<file path="config.mk">
export PLATFORM = sky130hd
export DESIGN_NAME = page_load_ctrl
export DESIGN_NICKNAME = d
export VERILOG_FILES = /design/src/rtl/pgbuf_pkg.sv /design/src/rtl/pgbuf_store.sv /design/src/rtl/pgbuf_gap_timer.sv /design/src/rtl/page_load_ctrl.sv
export SDC_FILE = /design/constraint.sdc
export NUM_CORES = 2
export LEC_CHECK = 0
export ABC_AREA = 1
export ABC_CLOCK_PERIOD_IN_PS = 3300
export BUFFER_PORTS_ARGS = -buffer_cell sky130_fd_sc_hd__buf_2
export CAP_MARGIN = 25
export CORE_UTILIZATION = 60
export CTS_CLUSTER_SIZE = 14
export DETAILED_ROUTE_END_ITERATION = 12
export HOLD_SLACK_MARGIN = 0.03
export PLACE_DENSITY = 0.8
export REMOVE_ABC_BUFFERS = 1
export SYNTH_ARGS = -nofsm -noshare
export SYNTH_HDL_FRONTEND = slang
export SYNTH_HIERARCHICAL = 1
export SYNTH_SLANG_ARGS = --single-unit
</file>
<file path="constraint.sdc">
create_clock -name clk_i -period 3.3 [get_ports clk_i]
set_clock_uncertainty 0.15 [all_clocks]
set_input_delay 0 -clock clk_i [delete_from_list [all_inputs] [get_ports clk_i]]
set_output_delay 0 -clock clk_i [all_outputs]
set_load 0.005 [all_outputs]
</file>
<file path="src/rtl/pgbuf_pkg.sv">
package pgbuf_pkg;
  typedef enum logic [1:0] {
    ST_IDLE  = 2'd0,
    ST_PLOAD = 2'd1,
    ST_BLOAD = 2'd2,
    ST_WAIT  = 2'd3
  } ld_state_e;
endpackage

</file>
<file path="src/rtl/pgbuf_store.sv">
module pgbuf_store #(
  parameter int DEPTH = 128,
  parameter int AW    = 7,
  parameter int DW    = 8
) (
  input  logic          clk_i,
  input  logic          rst_ni,
  input  logic          fill_i,
  input  logic          we_i,
  input  logic [AW-1:0] waddr_i,
  input  logic [DW-1:0] wdata_i,
  input  logic [AW-1:0] raddr_i,
  output logic [DW-1:0] rdata_o
);
  logic [DW-1:0] mem [DEPTH];

  for (genvar i = 0; i < DEPTH; i++) begin : g_byte
    always_ff @(posedge clk_i or negedge rst_ni) begin
      if (!rst_ni)                              mem[i] <= '1;
      else if (fill_i)                          mem[i] <= '1;
      else if (we_i && waddr_i == AW'(i))       mem[i] <= wdata_i;
    end
  end

  assign rdata_o = mem[raddr_i];

  // a fill leaves every location erased
  p_fill_erased_r9: assert property (@(posedge clk_i) disable iff (!rst_ni)
    fill_i |=> (rdata_o == '1));
endmodule

</file>
<file path="src/rtl/pgbuf_gap_timer.sv">
module pgbuf_gap_timer #(
  parameter int CW = 7
) (
  input  logic          clk_i,
  input  logic          rst_ni,
  input  logic          clr_i,
  input  logic          run_i,
  input  logic          tick_i,
  input  logic [CW-1:0] limit_i,
  output logic          expire_o
);
  logic [CW-1:0] cnt_q;

  assign expire_o = run_i && tick_i && !clr_i && ((cnt_q + CW'(1)) == limit_i);

  always_ff @(posedge clk_i or negedge rst_ni) begin
    if (!rst_ni)                 cnt_q <= '0;
    else if (clr_i || expire_o)  cnt_q <= '0;
    else if (run_i && tick_i)    cnt_q <= cnt_q + CW'(1);
  end

  // the count restarts after every expiry
  p_expire_restart_r4: assert property (@(posedge clk_i) disable iff (!rst_ni)
    expire_o |=> (cnt_q == '0));
endmodule

</file>
<file path="src/rtl/page_load_ctrl.sv">
module page_load_ctrl
  import pgbuf_pkg::*;
#(
  parameter int ADDR_W   = 20,
  parameter int OFF_W    = 7,
  parameter int DATA_W   = 8,
  parameter int PROG_GAP = 100,
  parameter int BUF_GAP  = 30
) (
  input  logic                    clk_i,
  input  logic                    rst_ni,
  input  logic                    tick_i,
  input  logic                    arm_prog_i,
  input  logic                    arm_bufwr_i,
  input  logic                    clear_i,
  input  logic                    wr_fall_i,
  input  logic                    wr_rise_i,
  input  logic [ADDR_W-1:0]       addr_i,
  input  logic [DATA_W-1:0]       data_i,
  input  logic [OFF_W-1:0]        rd_off_i,
  output logic [DATA_W-1:0]       rd_data_o,
  input  logic                    prog_ack_i,
  output logic                    prog_start_o,
  output logic [ADDR_W-OFF_W-1:0] prog_page_o,
  output logic                    prog_busy_o,
  output logic                    load_active_o,
  output logic                    page_err_o
);
  localparam int DEPTH  = 1 << OFF_W;
  localparam int PAGE_W = ADDR_W - OFF_W;
  localparam int MAXGAP = (PROG_GAP > BUF_GAP) ? PROG_GAP : BUF_GAP;
  localparam int CNT_W  = $clog2(MAXGAP + 1);

  ld_state_e         st_q;
  logic              low_q, have_q, term_q, err_q, start_q;
  logic [OFF_W-1:0]  off_q, prev_q;
  logic [PAGE_W-1:0] page_q;

  logic in_load, fall_ok, rise_ok, acc_prog, acc_buf, do_clear;
  logic expire, run, tmr_clr, buf_we, buf_fill, to_wait, to_idle;
  logic [CNT_W-1:0] limit;

  assign in_load  = (st_q == ST_PLOAD) || (st_q == ST_BLOAD);
  assign fall_ok  = in_load && wr_fall_i && !low_q;
  assign rise_ok  = in_load && wr_rise_i && low_q;
  assign acc_prog = (st_q == ST_IDLE) && arm_prog_i;
  assign acc_buf  = (st_q == ST_IDLE) && arm_bufwr_i && !arm_prog_i;
  assign do_clear = (st_q == ST_IDLE) && clear_i;
  assign buf_fill = acc_prog || do_clear;
  assign buf_we   = rise_ok && !term_q;

  assign run     = in_load && !low_q && !wr_fall_i;
  assign tmr_clr = acc_prog || acc_buf || fall_ok || rise_ok;
  assign limit   = (st_q == ST_BLOAD) ? CNT_W'(BUF_GAP) : CNT_W'(PROG_GAP);

  assign to_wait = (st_q == ST_PLOAD) && ((expire && have_q) || (rise_ok && term_q));
  assign to_idle = in_load && expire && !((st_q == ST_PLOAD) && have_q);

  pgbuf_gap_timer #(.CW(CNT_W)) u_gap (
    .clk_i    (clk_i),
    .rst_ni   (rst_ni),
    .clr_i    (tmr_clr),
    .run_i    (run),
    .tick_i   (tick_i),
    .limit_i  (limit),
    .expire_o (expire)
  );

  pgbuf_store #(.DEPTH(DEPTH), .AW(OFF_W), .DW(DATA_W)) u_buf (
    .clk_i   (clk_i),
    .rst_ni  (rst_ni),
    .fill_i  (buf_fill),
    .we_i    (buf_we),
    .waddr_i (off_q),
    .wdata_i (data_i),
    .raddr_i (rd_off_i),
    .rdata_o (rd_data_o)
  );

  always_ff @(posedge clk_i or negedge rst_ni) begin
    if (!rst_ni) begin
      st_q    <= ST_IDLE;
      low_q   <= 1'b0;
      have_q  <= 1'b0;
      term_q  <= 1'b0;
      err_q   <= 1'b0;
      start_q <= 1'b0;
      off_q   <= '0;
      prev_q  <= '0;
      page_q  <= '0;
    end else begin
      start_q <= 1'b0;
      if (acc_prog || acc_buf) begin
        st_q   <= acc_prog ? ST_PLOAD : ST_BLOAD;
        low_q  <= 1'b0;
        have_q <= 1'b0;
        term_q <= 1'b0;
        if (acc_prog) err_q <= 1'b0;
      end
      if (fall_ok) begin
        low_q <= 1'b1;
        off_q <= addr_i[OFF_W-1:0];
        if (st_q == ST_PLOAD) begin
          if (!have_q) page_q <= addr_i[ADDR_W-1:OFF_W];
          else if (addr_i[ADDR_W-1:OFF_W] != page_q) err_q <= 1'b1;
          // repeated offset marks the end of the load
          term_q <= have_q && (addr_i[OFF_W-1:0] == prev_q);
        end
      end
      if (rise_ok) begin
        low_q <= 1'b0;
        if (!term_q) begin
          have_q <= 1'b1;
          prev_q <= off_q;
        end
      end
      if (to_wait) begin
        st_q    <= ST_WAIT;
        start_q <= 1'b1;
      end else if (to_idle) begin
        st_q <= ST_IDLE;
      end
      if (st_q == ST_WAIT && prog_ack_i) st_q <= ST_IDLE;
    end
  end

  assign prog_start_o  = start_q;
  assign prog_page_o   = page_q;
  assign prog_busy_o   = (st_q == ST_WAIT);
  assign load_active_o = in_load;
  assign page_err_o    = err_q;

  // single-cycle start, only when waiting on the engine
  p_start_once_r4: assert property (@(posedge clk_i) disable iff (!rst_ni)
    prog_start_o |=> !prog_start_o);
  p_start_busy_r4: assert property (@(posedge clk_i) disable iff (!rst_ni)
    prog_start_o |-> prog_busy_o);
  // page held and buffer untouched while busy
  p_page_hold_r7: assert property (@(posedge clk_i) disable iff (!rst_ni)
    prog_busy_o |=> $stable(prog_page_o));
  p_no_write_busy_r7: assert property (@(posedge clk_i) disable iff (!rst_ni)
    prog_busy_o |-> !(buf_we || buf_fill));
endmodule

</file>
# Word-level counts from Yosys, hierarchy flattened
# Index checks and enable logic that the tools add are counted.
dict set report totals {
  word_cells 857
  out_inout_bits 25
  in_bits 44
  ff_bits 1065
}
dict set report classes {
  n_reduce_logical 298
  mux 283
  n_eq_ne 133
  n_lt_le_gt_ge 1
  add_sub_neg 1
  n_bitwise 3
}
# operator count
set ops {}
lappend ops {{8-bit 2-to-1 mux} 258}
lappend ops {{7-bit == test (second input constant)} 64}
lappend ops {{2-bit nonzero test} 129}
lappend ops {{7-bit by 6-bit == test with 1-bit output (second input constant)} 32}
lappend ops {{1-bit logical AND} 150}
lappend ops {{7-bit by 5-bit == test with 1-bit output (second input constant)} 16}
lappend ops {{8-bit binary-select mux with 7-bit select} 1}
lappend ops {{7-bit by 4-bit == test with 1-bit output (second input constant)} 8}
lappend ops {{7-bit by 3-bit == test with 1-bit output (second input constant)} 4}
lappend ops {{7-bit 2-to-1 mux} 3}
lappend ops {{1-bit 2-to-1 mux} 16}
lappend ops {{7-bit by 2-bit == test with 1-bit output (second input constant)} 2}
lappend ops {{7-bit == test} 2}
lappend ops {{13-bit != test} 1}
lappend ops {{2-bit 2-to-1 mux} 5}
lappend ops {{8-bit greater-or-equal comparator (second input constant)} 1}
lappend ops {{7-bit inverter with 8-bit output} 1}
lappend ops {{7-bit by 1-bit adder with 7-bit output (second input constant)} 1}
lappend ops {{7-bit by 1-bit == test with 1-bit output (second input constant)} 1}
lappend ops {{7-bit zero test} 1}
lappend ops {{1-bit logical OR} 7}
lappend ops {{1-bit zero test} 6}
lappend ops {{2-bit == test (second input constant)} 2}
lappend ops {{4-bit nonzero test} 1}
lappend ops {{6 further kinds} 7}

# Logic depth before layout (Yosys ltp)
dict set report logic_depth {
  depth_word 14
  depth_mapped 16
  mapped_depth_nobuf 16
}

# By module
# Netlist, hierarchy kept.
# mod cells_per_inst instances area_each_um2 seq_area_each_um2
set modules_own_cells {}
lappend modules_own_cells {pgbuf_store 6009 1 48691.7 26905.8}
lappend modules_own_cells {page_load_ctrl 241 1 1854.3 850.8}
lappend modules_own_cells {pgbuf_gap_timer 105 1 626.9 175.2}

# Least setup slack after synthesis
# Ideal clock, no wire load.
dict set report synth_path {
  kind {reg-to-reg}
  start {register st_q[1]}
  end {register u_buf/mem[1021] in the netlist's numbering}
  setup_time_ps 73
  path_stages_with_launch 13
  n_path_buf 2
  setup_slack_ps 661
  t_arrival_ps 2416
  path_cell_list {dfrtp_1 > inv_1 > ha_1 > nand3_2 > nor2_4 > inv_2 > buf_2 > nor3_1 > nand2_1 > nand2_1 > buf_2 > nor2_1 > a21oi_1}
}
dict set report synth_between {
  elab_chain_len 7
  word_cells_on_any_way 13
}
# element line_no
set synth_lines {}
lappend synth_lines {{from (decl)} page_load_ctrl.sv:34} ;# ld_state_e st_q;
lappend synth_lines {{from (signal assigned)} page_load_ctrl.sv:94} ;# st_q <= acc_prog ? ST_PLOAD : ST_BLOAD;
lappend synth_lines {{2-bit by 1-bit == test with 1-bit output / 2-bit == test (equally long branches)} page_load_ctrl.sv:43} ;# assign in_load = (st_q == ST_PLOAD) || (st_q == ST_BLOAD);
lappend synth_lines {{1-bit logical OR *} page_load_ctrl.sv:43}
lappend synth_lines {{net load_active_o} page_load_ctrl.sv:26} ;# output logic load_active_o,
lappend synth_lines {{1-bit logical AND * (2 in series)} page_load_ctrl.sv:45} ;# assign rise_ok = in_load && wr_rise_i && low_q;
lappend synth_lines {{1-bit logical AND *} page_load_ctrl.sv:50} ;# assign buf_we = rise_ok && !term_q;
lappend synth_lines {{net buf_we} page_load_ctrl.sv:40} ;# logic expire, run, tmr_clr, buf_we, buf_fill, to_wait, to_idle;
lappend synth_lines {{1-bit logical AND *} pgbuf_store.sv:21} ;# else if (we_i && waddr_i == AW'(i)) mem[i] <= wdata_i;
lappend synth_lines {{2-bit nonzero test (no source line) *} --}
lappend synth_lines {{to (signal, indexed assignment)} pgbuf_store.sv:21}
lappend synth_lines {{to (decl)} pgbuf_store.sv:15} ;# logic [DW-1:0] mem [DEPTH];
# The timed path passes the listed nets; every way through them passes the cells marked *.
# A chain may end at the register's enable or synchronous reset.

# Worst setup path in the final report
dict set report layout_path {
  start {register st_q[1]}
  end {register st_q[1]}
}
dict set report layout_between {
  word_cells_on_any_way 38
}
# element line_no
set layout_lines {}
lappend layout_lines {{2-bit by 1-bit == test with 1-bit output / 2-bit == test (equally long branches)} page_load_ctrl.sv:43}
lappend layout_lines {{1-bit logical OR *} page_load_ctrl.sv:43}
lappend layout_lines {{1-bit logical AND * (2 in series)} page_load_ctrl.sv:52} ;# assign run = in_load && !low_q && !wr_fall_i;
lappend layout_lines {{net run} page_load_ctrl.sv:40}
lappend layout_lines {{1-bit logical AND * (3 in series)} pgbuf_gap_timer.sv:14} ;# assign expire_o = run_i && tick_i && !clr_i && ((cnt_q + CW'(1)) == limit_i);
lappend layout_lines {{net expire} page_load_ctrl.sv:40}
lappend layout_lines {{1-bit logical AND (on tied branches)} {page_load_ctrl.sv:57, page_load_ctrl.sv:56}}
lappend layout_lines {{1-bit logical AND / 1-bit logical OR (equally long branches)} {page_load_ctrl.sv:57, page_load_ctrl.sv:56}}
lappend layout_lines {{2-bit 2-to-1 mux / 1-bit logical AND (equally long branches)} {page_load_ctrl.sv:120, page_load_ctrl.sv:56}}
lappend layout_lines {{2-bit 2-to-1 mux} page_load_ctrl.sv:117} ;# if (to_wait) begin
lappend layout_lines {{2-bit 2-to-1 mux} page_load_ctrl.sv:123} ;# if (st_q == ST_WAIT && prog_ack_i) st_q <= ST_IDLE;
# The timed path passes the listed nets; every way through them passes the cells marked *. The select of a mux whose other input is x is not followed.

==> metrics <==
period utilization=101%; Pint=36.7 mW; post-route cell area=approximately 0.057 sq mm; routability cong.=between 0.9 and 1; Tot Pwr=roughly 59 mW; Synth area leader=dfstp_2; DRT iter0 DRCs=slightly below 5000; top-area cell type share of the netlist area=between 50 and 60%; worst path required time=around 3800 ps; Cell Pwr Density=about 1000 mW/mm^2; family with the most delay on the worst path=simple AND/OR/NAND/NOR gates; Slew @ Worst Pin=1060 ps; Setup WS post-layout=-33.4 ps; Worst Path Arrival=~3800 ps; pin count of the biggest net entering global routing=between 100 and 150; DR vias/cell=5.99; maximum clock rate=~300 MHz; worst path bufs/invs=2; Seq pwr share=44.2%; VDD IR max=roughly 0.62 mV; Die ar.=around 0.086 sq mm; Period minus WS final=about 3300 ps; initial antenna violation count=0; DIE HEIGHT=between 200 and 300 microns; CTS tree=done; Die W=slightly below 300 microns; Antenna Nets Post-Route=0; Layout Cells excl Fill=between 7000 and 8000; leak pwr=approximately 25 nW; Mapped Cells=between 6000 and 7000; synth top area cells=dfstp_2 53%, nand2_1 11%, a21oi_1 10%; detailed-route via count=around 45000; CP cell instances=inv_1 > ha_1 > nand2_1 > nor2_1 > nand2_2 > nor2_2 > nand3_1 > nor2_2 > nand4_1 > nor2_2 > inv_1 > nor2_1 > a21oi_1 > nand2_1 > nand3_1 > nand2_1; max-cap violations=0; clk_lat worst skew=between 600 and 700 ps; switch share=37.3%; final net count=6331; CP max FO=11; critical path class=register to register; dpl cells=roughly 7200; register-to-register setup slack=-30 ps; clock slew at reported path FFs=roughly 70 ps; DRT Pass-1 Iters=6; DRC violations left=0; clock sinks=about 1100; yosys warns=6; root buf cell=clkbuf_16; mapped cell area=roughly 0.051 sq mm; P_sw=~22 mW; CP Launch Type=register; combinational share of power=between 30% and 40%; WL/cell=20.1 microns; area of the core=0.0841 sq mm; reg2reg end=st_q[1]; Syn-to-layout area delta=12.0%; synthesized flop and latch total=around 1100; clk buf depth=3; H-tree depth=3; Pins Over Slew Limit=0; DPL Wire Length=around 91 mm; worst hold path type=input pin to async pin; clock group share of total power=between 20 and 25%; vias in the first global route=between 40000 and 50000; final hold viol count=0; reg2reg path depth=16; pre-CTS setup slack=216 ps; Netlist cell types=36; reg2reg start=st_q[1]; Worst Setup End Kind=register; Final Core Density=between 60% and 70%; row count=106; crit-path max cell delay=between 400 and 500 ps; GRT Total Usage=35.1%; share of cells above drive strength 1=around 24%; # IOs=a little under 70; final setup fails=1; Slew HR=slightly below 30%; routed wire length=roughly 150 mm; setup_tns=-33.4 ps; status=complete, but fails checks; I/O Buffers=68; hold slack=between 90 and 100 ps; Area after DPL=around 0.053 sq mm; Starting Density=a little over 60%; Overflow after GRT=0; failing checks=negative setup slack; global-route wire length before repair=roughly 240 mm; Avg Synthesized Cell Area=8.05 sq um; TritonCTS Buffers=approximately 110; Slowest cell on crit path=dfrtp_1; post-synthesis sequential area ratio=between 50% and 60%
layer usage:
| layer | track usage (%) | vias up | share of wire, % |
|---|---|---|---|
| met5 | 0 | - | 0 |
| met4 | 16.4 | 0 | 4.5 |
| met3 | 6.10 | 428 | 9.0 |
| met2 | 54.8 | 2216 | 46 |
| met1 | 47.8 | 21700 | 40 |
| li1 | - | 20600 | - |
worst max path at each step:
stage               cells past startpoint     from  slack [ps]             end
floorplan                               6  st_q[0]       -2090  u_buf/mem[569]
global placement                       11  st_q[0]         340  u_buf/mem[734]
detailed placement                     11  st_q[0]         220  u_buf/mem[729]
CTS                                    11  st_q[1]         190   u_buf/mem[37]
global route                           16  st_q[1]          -4         st_q[1]
finish                                 16  st_q[1]         -30         st_q[1]
layout by cell type (no fill, tap or decap), drive strengths merged:
| cell | synthesis | layout |
|---|---|---|
| inv | 83 | 90 |
| xnor2 | 4 | 4 |
| nor3 | 24 | 24 |
| diode | 0 | 1 |
| clkbuf | 255 | 167 |
| conb | 2 | 4 |
| nand2 | 1572 | 1572 |
| bufinv | 0 | 8 |
| o21ai | 36 | 36 |
| and2 | 1 | 1 |
| a21oi | 1032 | 1032 |
| dlygate4sd3 | 0 | 67 |
| nand3b | 2 | 2 |
| buf | 234 | 233 |
| nor2 | 1081 | 1081 |
| nand4 | 3 | 3 |
| dfstp | 1024 | 1024 |
| clkinv | 2 | 24 |
| or2 | 1 | 1 |
| dfrtp | 41 | 41 |
| ha | 5 | 5 |
| nand3 | 945 | 945 |
| o21bai | 2 | 2 |
| xor2 | 4 | 4 |
| o211ai | 2 | 2 |
power groups by stage:
stage,logic [mW],clock network [mW],registers [mW]
CTS,19.5,12.7,25.8
global route,22.2,13.3,26.6
global placement,18.4,0,25.6
detailed placement,19.2,0,25.9
floorplan,13.5,0,25.3
finish,20.0,12.6,25.9
layout make-up:
class                      instances  area (sq um)
sequential                      1065         27900
multi-input combinational       4718         20800
clock buffer                     166          3250
timing repair buffer             301          3180
antenna                            1          2.50
inverter                          85           343
clock inverter                    37           417
fill                            6567         26700
tap                             1134          1420
worst register-to-register path, stage by stage (launching register included):
cell	delay, ps
dfrtp_1	460
inv_1	120
ha_1	400
nand2_1	110
nor2_1	170
nand2_2	190
nor2_2	240
nand3_1	120
nor2_2	170
nand4_1	210
nor2_2	220
inv_1	80
nor2_1	130
a21oi_1	120
nand2_1	150
nand3_1	90
nand2_1	130
Yosys cell counts (all sizes together):
cell / instances
nand2: 1572
clkbuf: 255
nor2: 1081
nand4: 3
nor3: 24
xnor2: 4
or2: 1
dfrtp: 41
buf: 234
a21oi: 1032
nand3b: 2
clkinv: 2
and2: 1
conb: 2
o21bai: 2
inv: 83
ha: 5
xor2: 4
dfstp: 1024
o21ai: 36
o211ai: 2
nand3: 945
sequential cells by signal (all words and copies together), names as in the netlist:
| signal | flops |
|---|---|
| have_q | 1 |
| st_q | 2 |
| off_q | 7 |
| prog_start_o | 1 |
| u_gap/cnt_q | 7 |
| prev_q | 7 |
| prog_page_o | 13 |
| page_err_o | 1 |
| low_q | 1 |
| term_q | 1 |
| u_buf/mem | 1024 |
cell families after synthesis:
family,share of synthesized area (%)
and+or+nand+nor,29.5
xor gates and xnor gates,0.137
buffers and inverters,5.06
AOI/OAI and AO/OA,10.6
adders and majority gates,0.122
DFF,54.6
other,0.0147
what timing repair did:
| action | CTS | global route |
|---|---|---|
| gates resized for setup | 0 | 32 |
| hold buffers | 67 | 0 |
| setup buffers | 0 | 2 |
| setup endpoints to repair | 0 | 269 |
| hold endpoints to repair | 1365 | 0 |
Note: power is estimated with default switching activity, not from simulation.
